==> src/rtl/gb_pkg.sv <==
package gb_pkg;
  typedef enum logic [1:0] {
    PH_IDLE   = 2'b00,
    PH_PURGE  = 2'b01,
    PH_IGNITE = 2'b10,
    PH_BURN   = 2'b11
  } phase_e;
endpackage

==> src/rtl/gb_dwell_timer.sv <==
module gb_dwell_timer #(
  parameter int CNT_W = 9
) (
  input  logic             clk_i,
  input  logic             rst_ni,
  input  logic             clr_i,
  input  logic             run_i,
  input  logic             tick_i,
  input  logic [CNT_W-1:0] limit_i,
  output logic             expire_o
);
  logic [CNT_W-1:0] cnt_q;

  always_ff @(posedge clk_i or negedge rst_ni) begin
    if (!rst_ni)              cnt_q <= '0;
    else if (clr_i)           cnt_q <= '0;
    else if (run_i && tick_i) cnt_q <= cnt_q + CNT_W'(1);
  end

  assign expire_o = run_i && tick_i && (cnt_q == limit_i - CNT_W'(1));


  dwell_bound_chk: assert property (@(posedge clk_i) disable iff (!rst_ni)
    run_i |-> (cnt_q < limit_i));


  no_tick_hold_chk: assert property (@(posedge clk_i) disable iff (!rst_ni)
    (!tick_i && !clr_i) |=> $stable(cnt_q));
endmodule

==> src/rtl/gb_phase_fsm.sv <==
module gb_phase_fsm
  import gb_pkg::*;
(
  input  logic   clk_i,
  input  logic   rst_ni,
  input  logic   tick_i,
  input  logic   heat_req_i,
  input  logic   flame_i,
  input  logic   expire_i,
  output phase_e phase_o,
  output logic   change_o
);
  phase_e phase_q, phase_d;

  always_comb begin
    phase_d = phase_q;
    if (tick_i) begin
      unique case (phase_q)
        PH_IDLE:   if (heat_req_i) phase_d = PH_PURGE;
        PH_PURGE:  if (expire_i)   phase_d = PH_IGNITE;
        PH_IGNITE: if (expire_i)   phase_d = PH_BURN;
        PH_BURN: begin
          if (!flame_i)         phase_d = PH_IDLE;  // flame loss checked first
          else if (!heat_req_i) phase_d = PH_IDLE;
        end
        default:                phase_d = PH_IDLE;
      endcase
    end
  end

  always_ff @(posedge clk_i or negedge rst_ni) begin
    if (!rst_ni) phase_q <= PH_IDLE;
    else         phase_q <= phase_d;
  end

  assign phase_o  = phase_q;
  assign change_o = (phase_d != phase_q);


  cyclic_order_chk: assert property (@(posedge clk_i) disable iff (!rst_ni)
    (phase_q != $past(phase_q)) |-> (2'(phase_q) == 2'($past(phase_q) + 2'd1)));


  tick_only_chk: assert property (@(posedge clk_i) disable iff (!rst_ni)
    !tick_i |=> $stable(phase_q));


  idle_hold_chk: assert property (@(posedge clk_i) disable iff (!rst_ni)
    (phase_q == PH_IDLE && !heat_req_i) |=> (phase_q == PH_IDLE));


  burn_hold_chk: assert property (@(posedge clk_i) disable iff (!rst_ni)
    (phase_q == PH_BURN && heat_req_i && flame_i) |=> (phase_q == PH_BURN));


  burn_exit_chk: assert property (@(posedge clk_i) disable iff (!rst_ni)
    (phase_q == PH_BURN && tick_i && !(heat_req_i && flame_i)) |=> (phase_q == PH_IDLE));
endmodule

==> src/rtl/gas_burner_ctrl.sv <==
module gas_burner_ctrl
  import gb_pkg::*;
#(
  parameter int PURGE_TICKS  = 300,
  parameter int IGNITE_TICKS = 10
) (
  input  logic       clk_i,
  input  logic       rst_ni,
  input  logic       tick_i,
  input  logic       heat_req_i,
  input  logic       flame_i,
  output logic       gas_o,
  output logic [1:0] phase_o
);
  localparam int MAX_TICKS = (PURGE_TICKS > IGNITE_TICKS) ? PURGE_TICKS : IGNITE_TICKS;
  localparam int CNT_W     = $clog2(MAX_TICKS + 1);

  phase_e           phase;
  logic             change, expire, run;
  logic [CNT_W-1:0] limit;

  assign run   = (phase == PH_PURGE) || (phase == PH_IGNITE);
  assign limit = (phase == PH_PURGE) ? CNT_W'(PURGE_TICKS) : CNT_W'(IGNITE_TICKS);

  gb_phase_fsm i_fsm (
    .clk_i      (clk_i),
    .rst_ni     (rst_ni),
    .tick_i     (tick_i),
    .heat_req_i (heat_req_i),
    .flame_i    (flame_i),
    .expire_i   (expire),
    .phase_o    (phase),
    .change_o   (change)
  );

  gb_dwell_timer #(.CNT_W(CNT_W)) i_timer (
    .clk_i    (clk_i),
    .rst_ni   (rst_ni),
    .clr_i    (change),
    .run_i    (run),
    .tick_i   (tick_i),
    .limit_i  (limit),
    .expire_o (expire)
  );

  assign gas_o   = (phase == PH_IGNITE) || (phase == PH_BURN);
  assign phase_o = phase;


  gas_open_chk: assert property (@(posedge clk_i) disable iff (!rst_ni)
    $rose(gas_o) |-> (phase_o == 2'b10 && $past(phase_o) == 2'b01));


  gas_shut_chk: assert property (@(posedge clk_i) disable iff (!rst_ni)
    $fell(gas_o) |-> (phase_o == 2'b00));
endmodule

==> config.mk <==
export PLATFORM = sky130hd
export DESIGN_NAME = gas_burner_ctrl
export DESIGN_NICKNAME = d
export VERILOG_FILES = /design/src/rtl/gb_pkg.sv /design/src/rtl/gb_dwell_timer.sv /design/src/rtl/gb_phase_fsm.sv /design/src/rtl/gas_burner_ctrl.sv
export SDC_FILE = /design/constraint.sdc
export NUM_CORES = 1
export LEC_CHECK = 0
export BUFFER_PORTS_ARGS = -buffer_cell sky130_fd_sc_hd__buf_2
export CORE_UTILIZATION = 53
export DETAILED_ROUTE_END_ITERATION = 10
export PLACE_DENSITY = 0.75
export REMOVE_ABC_BUFFERS = 1
export SLEW_MARGIN = 0
export SYNTH_ARGS = -nofsm -noshare
export SYNTH_HDL_FRONTEND = slang
export SYNTH_HIERARCHICAL = 1
export SYNTH_SLANG_ARGS = --single-unit
==> constraint.sdc <==
create_clock -name clk_i -period 2.9 [get_ports clk_i]
set_input_delay 0.145 -clock clk_i [delete_from_list [all_inputs] [get_ports clk_i]]
set_output_delay 0.145 -clock clk_i [all_outputs]
set_load 0.01 [all_outputs]
# After elaboration in Yosys (flattened, before gate mapping)
# Cells that the tools add are included.
# W data, S select, Z words.
[classes]
n_reduce_logical = 6
addsub = 2
mux = 10
eq_ne = 5
[op_table]
columns = ["cell", "count"]
rows = [
  ["$mux W9", 3],
  ["$mux W2", 6],
  ["$add A9 B1 Y9 const B", 1],
  ["$eq A9 B9 Y1", 1],
  ["$sub A9 B1 Y9 const B", 1],
  ["$pmux W2 S4", 1],
  ["$eq A2 B2 Y1 const B", 2],
  ["$eq A2 B1 Y1 const B", 1],
  ["$logic_and A1 B1 Y1", 2],
  ["$logic_not A2 Y1", 1],
  ["$logic_or A1 B1 Y1", 2],
  ["$ne A2 B2 Y1", 1],
  ["$reduce_bool A2 Y1", 1],
]
[word_totals]
word_cells = 25
reg_bits = 11

# Longest topological paths before layout
# Gate-level depths: netlist (run 1).
[logic_depth]
ltp_word = 10
depth_mapped = 15
depth_no_buf = 14

# Hierarchy
# Netlist (run 1), hierarchy kept.
[modules_own_cells]
columns = ["module", "area_each_um2", "seq_area_each_um2", "n_inst", "cells_each"]
rows = [
  ["gb_dwell_timer", 793.3, 225.2, 1, 90],
  ["gb_phase_fsm", 167.7, 50.0, 1, 18],
  ["gas_burner_ctrl", 78.8, 0.0, 1, 11],
]

# Least setup slack after synthesis (run 1)
# No wires, ideal clock.
[synth_timing]
kind = "reg-to-reg"
from = "register i_fsm.phase_q[1] (netlist: i_fsm/phase_o[1])"
to = "register i_timer.cnt_q[0]"
path_stages_with_launch = 15
t_arrival_ns = 2.761
slack_ns = 0.009
path_cell_list = "dfrtp_1 -> inv_1 -> ha_1 -> inv_1 -> inv_1 -> ha_1 -> nor2b_1 -> o311ai_0 -> nand3_1 -> a2111oi_2 -> o21ai_0 -> a31oi_1 -> o21a_1 -> buf_1 -> nor2_1"
[synth_via]
elab_chain_cells = 10
elab_cells_between_ends = 20
classes_between = "1 x add/sub; 5 x eq/ne; 9 x mux; 5 x reduce/logical"
[synth_lines]
columns = ["item", "line", "text"]
rows = [
  ["start: declaration", "gb_phase_fsm.sv:13", "phase_e phase_q, phase_d;"],
  ["start signal: assignment", "gb_phase_fsm.sv:33", "else phase_q <= phase_d;"],
  ["$eq A2 B1 Y1 (*)", "gas_burner_ctrl.sv:23", "assign limit = (phase == PH_PURGE) ? CNT_W'(PURGE_TICKS) : CNT_W'(IGNITE_TICKS);"],
  ["$mux W9 (*)", "gas_burner_ctrl.sv:23", ""],
  ["net limit[1]", "gas_burner_ctrl.sv:20", "logic [CNT_W-1:0] limit;"],
  ["$sub A9 B1 Y9 (*)", "gb_dwell_timer.sv:20", "assign expire_o = run_i && tick_i && (cnt_q == limit_i - CNT_W'(1));"],
  ["$eq A9 B9 Y1 (*)", "gb_dwell_timer.sv:20", ""],
  ["$logic_and A1 B1 Y1 (*)", "gb_dwell_timer.sv:20", ""],
  ["net expire", "gas_burner_ctrl.sv:19", "logic change, expire, run;"],
  ["$mux W2 (on tied branches)", "gb_phase_fsm.sv:21, gb_phase_fsm.sv:20", ""],
  ["$pmux W2 S4 (*)", "gb_phase_fsm.sv:18", "unique case (phase_q)"],
  ["$mux W2 (*)", "gb_phase_fsm.sv:17", "if (tick_i) begin"],
  ["$ne A2 B2 Y1 (*)", "gb_phase_fsm.sv:37", "assign change_o = (phase_d != phase_q);"],
  ["net change", "gas_burner_ctrl.sv:19", ""],
  ["$mux W9 / $reduce_bool A2 Y1 (equally long branches)", "--", ""],
  ["end signal: assignment", "gb_dwell_timer.sv:17", "else if (run_i && tick_i) cnt_q <= cnt_q + CNT_W'(1);"],
  ["end: declaration", "gb_dwell_timer.sv:12", "logic [CNT_W-1:0] cnt_q;"],
]
# The timed path passes the listed nets; every way through them passes the cells marked *.
# A chain may end at the register's enable or synchronous reset.

# Worst setup path after layout (run 1)
[layout_timing]
from = "register i_fsm.phase_q[0] (netlist: i_fsm/phase_o[0])"
to = "register i_timer.cnt_q[8]"
[layout_via]
elab_chain_cells = 10
elab_cells_between_ends = 20
classes_between = "1 x add/sub; 5 x eq/ne; 9 x mux; 5 x reduce/logical"
[layout_lines]
columns = ["item", "line"]
rows = [
  ["$eq A2 B1 Y1 (*)", "gas_burner_ctrl.sv:23"],
  ["$mux W9 (*)", "gas_burner_ctrl.sv:23"],
  ["net limit[1]", "gas_burner_ctrl.sv:20"],
  ["$sub A9 B1 Y9 (*)", "gb_dwell_timer.sv:20"],
  ["$eq A9 B9 Y1 (*)", "gb_dwell_timer.sv:20"],
  ["$logic_and A1 B1 Y1 (*)", "gb_dwell_timer.sv:20"],
  ["net expire", "gas_burner_ctrl.sv:19"],
  ["$mux W2 (on tied branches)", "gb_phase_fsm.sv:21, gb_phase_fsm.sv:20"],
  ["$pmux W2 S4 (*)", "gb_phase_fsm.sv:18"],
  ["$mux W2 (*)", "gb_phase_fsm.sv:17"],
  ["$ne A2 B2 Y1 (*)", "gb_phase_fsm.sv:37"],
  ["$mux W9 / $reduce_bool A2 Y1 (equally long branches)", "--"],
]
# Marks and branches as above.

==> results of run 1 <==
[routing by layer]
metal | vias up | routed length, um | GRT usage [%] | part of all wire (%)
li1 | 464 | - | - | -
met1 | 403 | 911 | 25.42 | 47
met2 | 6 | 973 | 35.21 | 50
met3 | 4 | 31 | 4.706 | 1.6
met4 | 0 | 23 | 8.824 | 1.2
met5 | - | 0 | 0 | 0
[worst max-delay path by stage]
stage | start | endpoint | slack [ns] | cells past startpoint
after CTS | i_fsm/phase_o[0]$_DFF_PN0_ | i_timer/cnt_q[4]$_DFFE_PN0P_ | 0.06 | 12
final | i_fsm/phase_o[0]$_DFF_PN0_ | i_timer/cnt_q[8]$_DFFE_PN0P_ | 0.22 | 12
after global placement | i_fsm/phase_o[0]$_DFF_PN0_ | i_timer/cnt_q[0]$_DFFE_PN0P_ | 0.07 | 12
after detailed placement | i_fsm/phase_o[0]$_DFF_PN0_ | i_timer/cnt_q[4]$_DFFE_PN0P_ | -0.04 | 12
after floorplan | i_fsm/phase_o[1]$_DFF_PN0_ | i_timer/cnt_q[0]$_DFFE_PN0P_ | 0.11 | 13
after global routing | i_fsm/phase_o[0]$_DFF_PN0_ | i_timer/cnt_q[7]$_DFFE_PN0P_ | 0.06 | 12
[Yosys cell counts (all sizes together) (2+ instances only)]
cell type  instances  area, um2
nor2               9      33.78
nand2             13      48.80
ha                 6      75.07
nand4              3      18.77
conb               2      7.510
nor2b              2      12.51
xor2               7      61.31
nor4               2      27.53
or3                2      12.51
and3               3      18.77
nor3               4      20.02
buf                3      26.27
a21oi              4      20.02
nand3              2      10.01
inv                6      22.52
dfrtp             11      275.3
xnor2             11      96.34
a31oi              2      12.51
o21ai              7      42.54
[power breakdown]
part | internal [mW] | switching, mW
Combinational | 0.118 | 0.116
Sequential | 0.197 | 0.0682
Clock | 0.0512 | 0.0558
Total | 0.366 | 0.240
[registers in the layout, summed over array words and instances (netlist names)]
signal,cells
i_fsm/phase_o,2
i_timer/cnt_q,9
[stage by stage]
stage	instance area (um2)	TNS [ns]	power [mW]
floorplan	1069	0	0.4386
global placement	1157	0	0.4811
detailed placement	1157	-0.2251	0.4925
CTS	1207	0	0.6060
global route	1229	0	0.6591
finish	1229	0	0.6062
[cell type report]
type | count | area share (%)
clock buffer | 3 | 1.833
clock inverter | 1 | 0.4073
inverter | 6 | 1.833
multi-input combinational | 115 | 64.87
sequential | 11 | 22.40
tap | 25 | 2.546
timing repair buffer | 12 | 6.110
[worst max-delay path: stages, from the launching register on]
cell,delay (ns)
sky130_fd_sc_hd__dfrtp_1,0.40
sky130_fd_sc_hd__ha_1,0.21
sky130_fd_sc_hd__inv_2,0.09
sky130_fd_sc_hd__inv_1,0.05
sky130_fd_sc_hd__ha_1,0.22
sky130_fd_sc_hd__nor2b_1,0.16
sky130_fd_sc_hd__o311ai_1,0.28
sky130_fd_sc_hd__nand3_1,0.17
sky130_fd_sc_hd__a2111oi_4,0.39
sky130_fd_sc_hd__o21ai_1,0.09
sky130_fd_sc_hd__a31oi_1,0.21
sky130_fd_sc_hd__o21a_1,0.23
sky130_fd_sc_hd__nor2_1,0.07
[logic make-up (layout without fill, tap and decap cells)]
| group | Yosys count | after routing |
|---|---|---|
| compound gates | 22 | 23 |
| xor+xnor | 18 | 18 |
| fa+ha+maj | 6 | 6 |
| buf+inv | 10 | 22 |
| flops | 11 | 11 |
| mux | 2 | 2 |
| other cells | 2 | 18 |
| simple gates | 48 | 48 |
[timing repair]
item | 4_1_cts | 5_1_grt
buffers inserted | 0 | 1
resized for setup | 1 | 6
hold buffers | 1 | 0
hold endpoints to repair | 11 | 0
cloned | 0 | 1
endpoints found under the setup margin | 9 | 9
pin swaps | 0 | 4
==> impl_summary.log, run 1 <==
[metrics] Wirelength per Cell: 11.21 um
[metrics] clk root buf: sky130_fd_sc_hd__clkbuf_4
[metrics] worst path arrival time: 2.84 ns
[metrics] Register-to-Register Setup Slack: 0.22 ns
[metrics] terminus of the critical flop-to-flop path: i_timer/cnt_q[8]$_DFFE_PN0P_
[metrics] simple-gate portion of the synthesized area: 26.84%
[metrics] # fillers: 146
[metrics] leading register cell type out of synthesis: sky130_fd_sc_hd__dfrtp_1
[metrics] Min-Delay Endpoint: i_fsm/phase_o[1]$_DFF_PN0_
[metrics] diode insertion count for antenna repair: 0
[metrics] critical register-to-register path startpoint: i_fsm/phase_o[0]$_DFF_PN0_
[metrics] count of clock tree sinks: 11
[metrics] number of synthesized flops with an enable pin: 0
[metrics] post-synthesis adder-cell area fraction: 7.220%
[metrics] average size of a mapped cell: 8.737 um2
[metrics] Fin. Hold Viols: 0
[metrics] TritonCTS Buffers: 3
[metrics] async set or reset register ratio after synthesis: 100.0%
[metrics] top achievable clock speed: 373.2 MHz
[metrics] routed vias/inst: 5.069
[metrics] routed vias: 877
[metrics] number of global-route vias before repair: 729
[metrics] most frequent cells in the layout: sky130_fd_sc_hd__conb_1, sky130_fd_sc_hd__nand2_1, sky130_fd_sc_hd__dfrtp_1, sky130_fd_sc_hd__xnor2_1, sky130_fd_sc_hd__nor2_1
[metrics] main combinational cell family by area after synthesis: simple AND/OR/NAND/NOR gates
[metrics] Die Ht: 46.29 um
[metrics] Mapped Area: 1040 um2
[metrics] clock edge transition at the registers on the reported setup and hold paths: 0.07 ns
[metrics] die span in x: 46.29 um
[metrics] Compound-Gate Fraction of Synth Area: 16.00%
[metrics] worst setup path class: reg2reg
[metrics] data required time of the worst path: 3.06 ns
[metrics] global-route wire length before repair: 3091 um
[metrics] Post-Syn Instances: 119
[metrics] router iterations before antenna repair: 4
[metrics] largest fanout on the critical path: 4
[metrics] mux share of post-synthesis cell area: 2.407%
[metrics] Final Net Count: 160
[metrics] share of synthesized area occupied by flip-flops and latches: 26.47%
[metrics] total area of multi-input combinational cells: 797.0 um2
[metrics] Final Routed Wirelength: 1940 um
[metrics] clock insertion delay at the later pin of the skew report: 0.27 ns
[metrics] Max VDD drop: 0.3214 mV
[metrics] final RePlAce weighted congestion: 0.7280
[metrics] Congestion Overflow GR: 0
[metrics] xor/xnor share of the synthesized area: 15.16%
[metrics] result of the run: completed
[metrics] die area: 2143 um2
[metrics] number of cells on the worst hold path: 3
[metrics] remaining routing DRC violations: 0
[metrics] Warnings, synthesis: 6
[metrics] total of buffers placed on input and output ports: 7
[metrics] placed cell count: 166
[metrics] footprint of the flip-flops and latches: 275.3 um2
[metrics] clk_skew: 0.0008713 ns
[metrics] count of endpoints failing setup in the final report: 0
[metrics] number of antenna violations at the first check in global routing: 0
[metrics] share of final-layout standard cells stronger than drive strength 1: 18.92%
[metrics] utilization after layout: 68.91%
[metrics] Fin Hold WS: 0.1854 ns
[metrics] setup repair after global routing missed its margin: false
[metrics] maximum buffer depth of the clock tree: 2
[metrics] core footprint: 1783 um2
[metrics] IO Pins: 8
[metrics] initial detailed-routing violation count: 14
[metrics] type of the most critical hold path: in2reg
[metrics] Crit. End Element: flop
[metrics] pre-CTS setup slack: -0.03890 ns
[metrics] fin crit period: 2.680 ns
[metrics] largest net degree at the start of global routing: 14
[metrics] Detail Placement HPWL: 1475 um
[metrics] Worst Hold Launch: flame_i
[metrics] register bit total from synthesis: 11
[metrics] leakage power figure: 0.5512 nW
[metrics] pwr dens: 493.4 nW/um2
[metrics] actual transition at the worst max-transition pin: 0.4901 ns
[metrics] FF-to-FF path depth: 12
[metrics] final worst slack: 0.2205 ns
[metrics] synthesis-to-finish area growth: 18.17%
[metrics] period utilisation layout: 92.40%
[metrics] Final Instance Count excl. Fillers: 173
[metrics] maximum level of the CTS H-tree: 1
[metrics] Setup crit start kind: flop
[metrics] clock tree from TritonCTS: yes
[metrics] count of different cell masters after synthesis: 42
[metrics] starting utilization of the core area: 58.32%
[metrics] antenna-violating nets left: 0
[metrics] max-cap viol count: 0
[metrics] worst slew margin relative to its limit: 67.08%
[metrics] most common cell after layout, fill and taps aside: sky130_fd_sc_hd__conb_1
[metrics] num rows: 15
[metrics] number of slew-limit violations in the final report: 0
[metrics] aggregate global-route resource usage: 20.93%
(Power assumes the default switching activity.)
==> inputs of run 2 (changes only) <==
--- a/config.mk
+++ b/config.mk
@@ -6,12 +6,12 @@
 export NUM_CORES = 1
 export LEC_CHECK = 0
 export BUFFER_PORTS_ARGS = -buffer_cell sky130_fd_sc_hd__buf_2
-export CORE_UTILIZATION = 53
+export CORE_MARGIN = 2
+export CORE_UTILIZATION = 51
 export DETAILED_ROUTE_END_ITERATION = 10
-export PLACE_DENSITY = 0.75
+export PLACE_DENSITY = 0.73
 export REMOVE_ABC_BUFFERS = 1
 export SLEW_MARGIN = 0
 export SYNTH_ARGS = -nofsm -noshare
 export SYNTH_HDL_FRONTEND = slang
-export SYNTH_HIERARCHICAL = 1
 export SYNTH_SLANG_ARGS = --single-unit
==> impl_summary.log, run 2 <==
[metrics] data required time of the worst path: 3.04 ns (was 3.06 ns)
[metrics] utilization after layout: 60.34% (was 68.91%)
[metrics] FF-to-FF path depth: 6 (was 12)
[metrics] Register-to-Register Setup Slack: 0.23 ns (was 0.22 ns)
[metrics] synthesis-to-finish area growth: 11.32% (was 18.17%)
[metrics] Final Routed Wirelength: 1756 um (was 1940 um)
[metrics] most frequent cells in the layout: sky130_fd_sc_hd__dfrtp_1, sky130_fd_sc_hd__nor3_1, sky130_fd_sc_hd__buf_2, sky130_fd_sc_hd__inv_1, sky130_fd_sc_hd__nand2_1 (was sky130_fd_sc_hd__conb_1, sky130_fd_sc_hd__nand2_1, sky130_fd_sc_hd__dfrtp_1, sky130_fd_sc_hd__xnor2_1, sky130_fd_sc_hd__nor2_1)
[metrics] number of antenna violations at the first check in global routing: 0 (unchanged)
[metrics] clock insertion delay at the later pin of the skew report: 0.27 ns (about the same)
[metrics] worst path arrival time: 2.82 ns (was 2.84 ns)
[metrics] post-synth top area cell: sky130_fd_sc_hd__dfrtp_1 (unchanged)
[metrics] switching part of the total: 43.14% (was 39.59%)
[metrics] Setup Total Neg Slack: 0 ns (unchanged)
[metrics] TritonCTS Buffers: 3 (unchanged)
[metrics] worst slew margin relative to its limit: 72.46% (was 67.08%)
[metrics] Die Ht: 43.78 um (was 46.29 um)
[metrics] die area: 1917 um2 (was 2143 um2)
[metrics] period utilisation layout: 92.22% (was 92.40%)
[metrics] largest fanout on the critical path: 9 (was 4)
[metrics] Power Internal: 367.2 uW (was 366.2 uW)
[metrics] # fillers: 130 (was 146)
[metrics] aggregate global-route resource usage: 22.00% (was 20.93%)
[metrics] Post-Syn Instances: 86 (was 119)
[metrics] top cells by area, synth: sky130_fd_sc_hd__dfrtp_1, sky130_fd_sc_hd__ha_1, sky130_fd_sc_hd__nor3_1, sky130_fd_sc_hd__xnor2_1, sky130_fd_sc_hd__xor2_1 (was sky130_fd_sc_hd__dfrtp_1, sky130_fd_sc_hd__xnor2_1, sky130_fd_sc_hd__ha_1, sky130_fd_sc_hd__xor2_1, sky130_fd_sc_hd__nand2_1)
[metrics] routed vias: 721 (was 877)
[metrics] antenna-violating nets left: 0 (unchanged)
[metrics] Detail Placement HPWL: 1309 um (was 1475 um)
[metrics] Fin. Hold Viols: 0 (unchanged)
[metrics] maximum level of the CTS H-tree: 1 (unchanged)
[metrics] Max VDD drop: 0.5675 mV (was 0.3214 mV)
[metrics] die span in x: 43.78 um (was 46.29 um)
[metrics] Wirelength per Cell: 15.54 um (was 11.21 um)
[metrics] final RePlAce weighted congestion: 0.8313 (was 0.7280)
[metrics] count of clock tree sinks: 11 (unchanged)
[metrics] total area of multi-input combinational cells: 501.7 um2 (was 797.0 um2)
[metrics] average size of a mapped cell: 9.384 um2 (was 8.737 um2)
[metrics] fin crit period: 2.674 ns (was 2.680 ns)
[metrics] total of buffers placed on input and output ports: 7 (unchanged)
[metrics] setup repair after global routing missed its margin: false (unchanged)
[metrics] max-cap viol count: 0 (unchanged)
[metrics] share of total power in combinational logic: 47.4% (was 38.7%)
[metrics] power share of the sequential group: 36.3% (was 43.7%)
[metrics] register name with the most flops: i_timer.cnt_q (was i_timer/cnt_q)
[metrics] async set or reset register ratio after synthesis: 100.0% (unchanged)
[metrics] Overall Power: 645.8 uW (was 606.2 uW)
[metrics] net load switching power: 278.6 uW (was 240.0 uW)
[metrics] router iterations before antenna repair: 4 (unchanged)
[metrics] type of the most critical hold path: in2async (was in2reg)
[metrics] top achievable clock speed: 373.9 MHz (was 373.2 MHz)
[metrics] worst setup path class: reg2reg (unchanged)
[metrics] actual transition at the worst max-transition pin: 0.4026 ns (was 0.4901 ns)
[metrics] Congestion Overflow GR: 0 (unchanged)
[metrics] clk_skew: 0.0001899 ns (was 0.0008713 ns)
[metrics] Setup crit start kind: flop (unchanged)
[metrics] leading register cell type out of synthesis: sky130_fd_sc_hd__dfrtp_1 (unchanged)
[metrics] share of final-layout standard cells stronger than drive strength 1: 16.49% (was 18.92%)
[metrics] Crit. End Element: flop (unchanged)
[metrics] Synth top area share: 34.11% (was 26.47%)
[metrics] footprint of the flip-flops and latches: 275.3 um2 (unchanged)
[metrics] total setup buffers inserted after CTS: 0 (unchanged)
[metrics] num rows: 14 (was 15)
[metrics] clock edge transition at the registers on the reported setup and hold paths: 0.07 ns (about the same)
[metrics] leakage power figure: 0.4059 nW (was 0.5512 nW)
[metrics] remaining routing DRC violations: 0 (unchanged)
[metrics] register bit total from synthesis: 11 (unchanged)
[metrics] most common cell after layout, fill and taps aside: sky130_fd_sc_hd__dfrtp_1 (was sky130_fd_sc_hd__conb_1)
[metrics] starting utilization of the core area: 54.20% (was 58.32%)
[metrics] number of slew-limit violations in the final report: 0 (unchanged)
[metrics] commonest cells in the synthesized netlist: sky130_fd_sc_hd__dfrtp_1, sky130_fd_sc_hd__nor3_1, sky130_fd_sc_hd__inv_1, sky130_fd_sc_hd__nand2_1, sky130_fd_sc_hd__ha_1 (was sky130_fd_sc_hd__nand2_1, sky130_fd_sc_hd__dfrtp_1, sky130_fd_sc_hd__xnor2_1)
[metrics] critical register-to-register path startpoint: i_fsm.phase_o[1]$_DFF_PN0_ (was i_fsm/phase_o[0]$_DFF_PN0_)
[metrics] most common cell in the netlist: sky130_fd_sc_hd__dfrtp_1 (was sky130_fd_sc_hd__nand2_1)
[metrics] result of the run: completed (unchanged)
[metrics] number of synthesized flops with an enable pin: 0 (unchanged)
[metrics] number of global-route vias before repair: 687 (was 729)
[metrics] largest net degree at the start of global routing: 12 (was 14)
[metrics] diode insertion count for antenna repair: 0 (unchanged)
[metrics] count of endpoints failing setup in the final report: 0 (unchanged)
[metrics] Mapped Area: 807.0 um2 (was 1040 um2)
[metrics] maximum buffer depth of the clock tree: 2 (unchanged)
[metrics] IO Pins: 8 (unchanged)
[metrics] share of synthesized area occupied by flip-flops and latches: 34.11% (was 26.47%)
[metrics] Warnings, synthesis: 0 (was 6)
[metrics] core footprint: 1489 um2 (was 1783 um2)
[metrics] clk root buf: sky130_fd_sc_hd__clkbuf_4 (unchanged)
[metrics] global-route wire length before repair: 3105 um (was 3091 um)
[metrics] number of flip-flops under the largest register name: 9 (unchanged)
[metrics] cts repair resizes: 0 (was 1)
[metrics] Final Net Count: 108 (was 160)
[metrics] count of different cell masters after synthesis: 36 (was 42)
[metrics] number of buffers added to fix hold violations after cts: 1 (unchanged)
[metrics] terminus of the critical flop-to-flop path: i_timer.cnt_q[4]$_DFFE_PN0P_ (was i_timer/cnt_q[8]$_DFFE_PN0P_)
[metrics] initial detailed-routing violation count: 30 (was 14)
[metrics] routed vias/inst: 6.381 (was 5.069)
[metrics] portion of total power attributed to the clock network: 16.2% (was 17.6%)
[metrics] clock tree from TritonCTS: yes (unchanged)
[metrics] pwr dens: 718.9 nW/um2 (was 493.4 nW/um2)
[run 2: changes by cell type after synthesis, sizes merged, moves of 3 or more]
| cell | delta |
|---|---|
| nand2 | -7 |
| xnor2 | -7 |
| o21ai | -6 |
| nor3 | +6 |
| xor2 | -3 |
| nor2 | -6 |
| buf | -3 |
[run 2: critical path, stage by stage, from the launching register on]
cell and delay [ns]:
sky130_fd_sc_hd__dfrtp_1 0.43, sky130_fd_sc_hd__inv_1 0.13, sky130_fd_sc_hd__ha_1 0.29, sky130_fd_sc_hd__or4_1 0.56, sky130_fd_sc_hd__a2111o_1 0.52, sky130_fd_sc_hd__a221oi_4 0.49, sky130_fd_sc_hd__nor3_1 0.12
[run 2: metal layers]
| metal | part of all wire (%) | track usage [%] | vias up |
|---|---|---|---|
| met5 | 0 | 0 | - |
| met4 | 1.7 | 9.091 | 0 |
| met3 | 7.3 | 2.500 | 5 |
| met2 | 46 | 33.82 | 31 |
| met1 | 45 | 31.40 | 336 |
| li1 | - | - | 349 |
[run 2: how the worst max path moves through the flow]
stage                     depth (start not counted)  slack [ns]                        from                      endpoint
after global routing                              6        0.07  i_fsm.phase_o[1]$_DFF_PN0_  i_timer.cnt_q[4]$_DFFE_PN0P_
after detailed placement                          6        0.25  i_fsm.phase_o[1]$_DFF_PN0_  i_timer.cnt_q[2]$_DFFE_PN0P_
after global placement                            6        0.30  i_fsm.phase_o[1]$_DFF_PN0_  i_timer.cnt_q[4]$_DFFE_PN0P_
final                                             6        0.23  i_fsm.phase_o[1]$_DFF_PN0_  i_timer.cnt_q[4]$_DFFE_PN0P_
after floorplan                                   6        0.38  i_fsm.phase_o[1]$_DFF_PN0_  i_timer.cnt_q[0]$_DFFE_PN0P_
after CTS                                         6        0.23  i_fsm.phase_o[1]$_DFF_PN0_  i_timer.cnt_q[2]$_DFFE_PN0P_
[run 2: layout make-up]
cell class | count | area share (%)
Clock buffer | 4 | 2.925
Multi-Input combinational cell | 67 | 55.85
Timing Repair Buffer | 9 | 5.850
Tap cell | 16 | 2.228
Sequential cell | 11 | 30.64
Inverter | 6 | 2.507
[run 2: kinds of logic (layout without fill, tap and decap cells)]
group	count (synthesis)	after routing	synth area share (%)
flops	11	11	34.11
buf+inv	8	19	3.721
xor+xnor	8	8	8.681
simple gates	38	38	26.82
mux	2	2	2.481
compound gates	14	14	16.44
fa+ha+maj	5	5	7.752
[run 2: power groups by stage]
stage,Combinational (mW),Sequential (mW),Clock (mW)
final,0.306,0.235,0.105
after global routing,0.346,0.240,0.116
after CTS,0.305,0.233,0.106
after detailed placement,0.303,0.236,0
after global placement,0.297,0.235,0
after floorplan,0.215,0.233,0
[run 2: stage by stage]
step	setup WS (ns)	instance area (um2)	cells	hold WS, ns
2_1_floorplan	0.3793	799.5	84	-0.1506
3_3_place_gp	0.3046	862.1	108	0.02428
3_5_place_dp	0.2472	862.1	108	0.02257
4_1_cts	0.2292	898.4	113	0.2655
5_1_grt	0.07343	898.4	113	0.2826
6_report	0.2255	898.4	113	0.2632
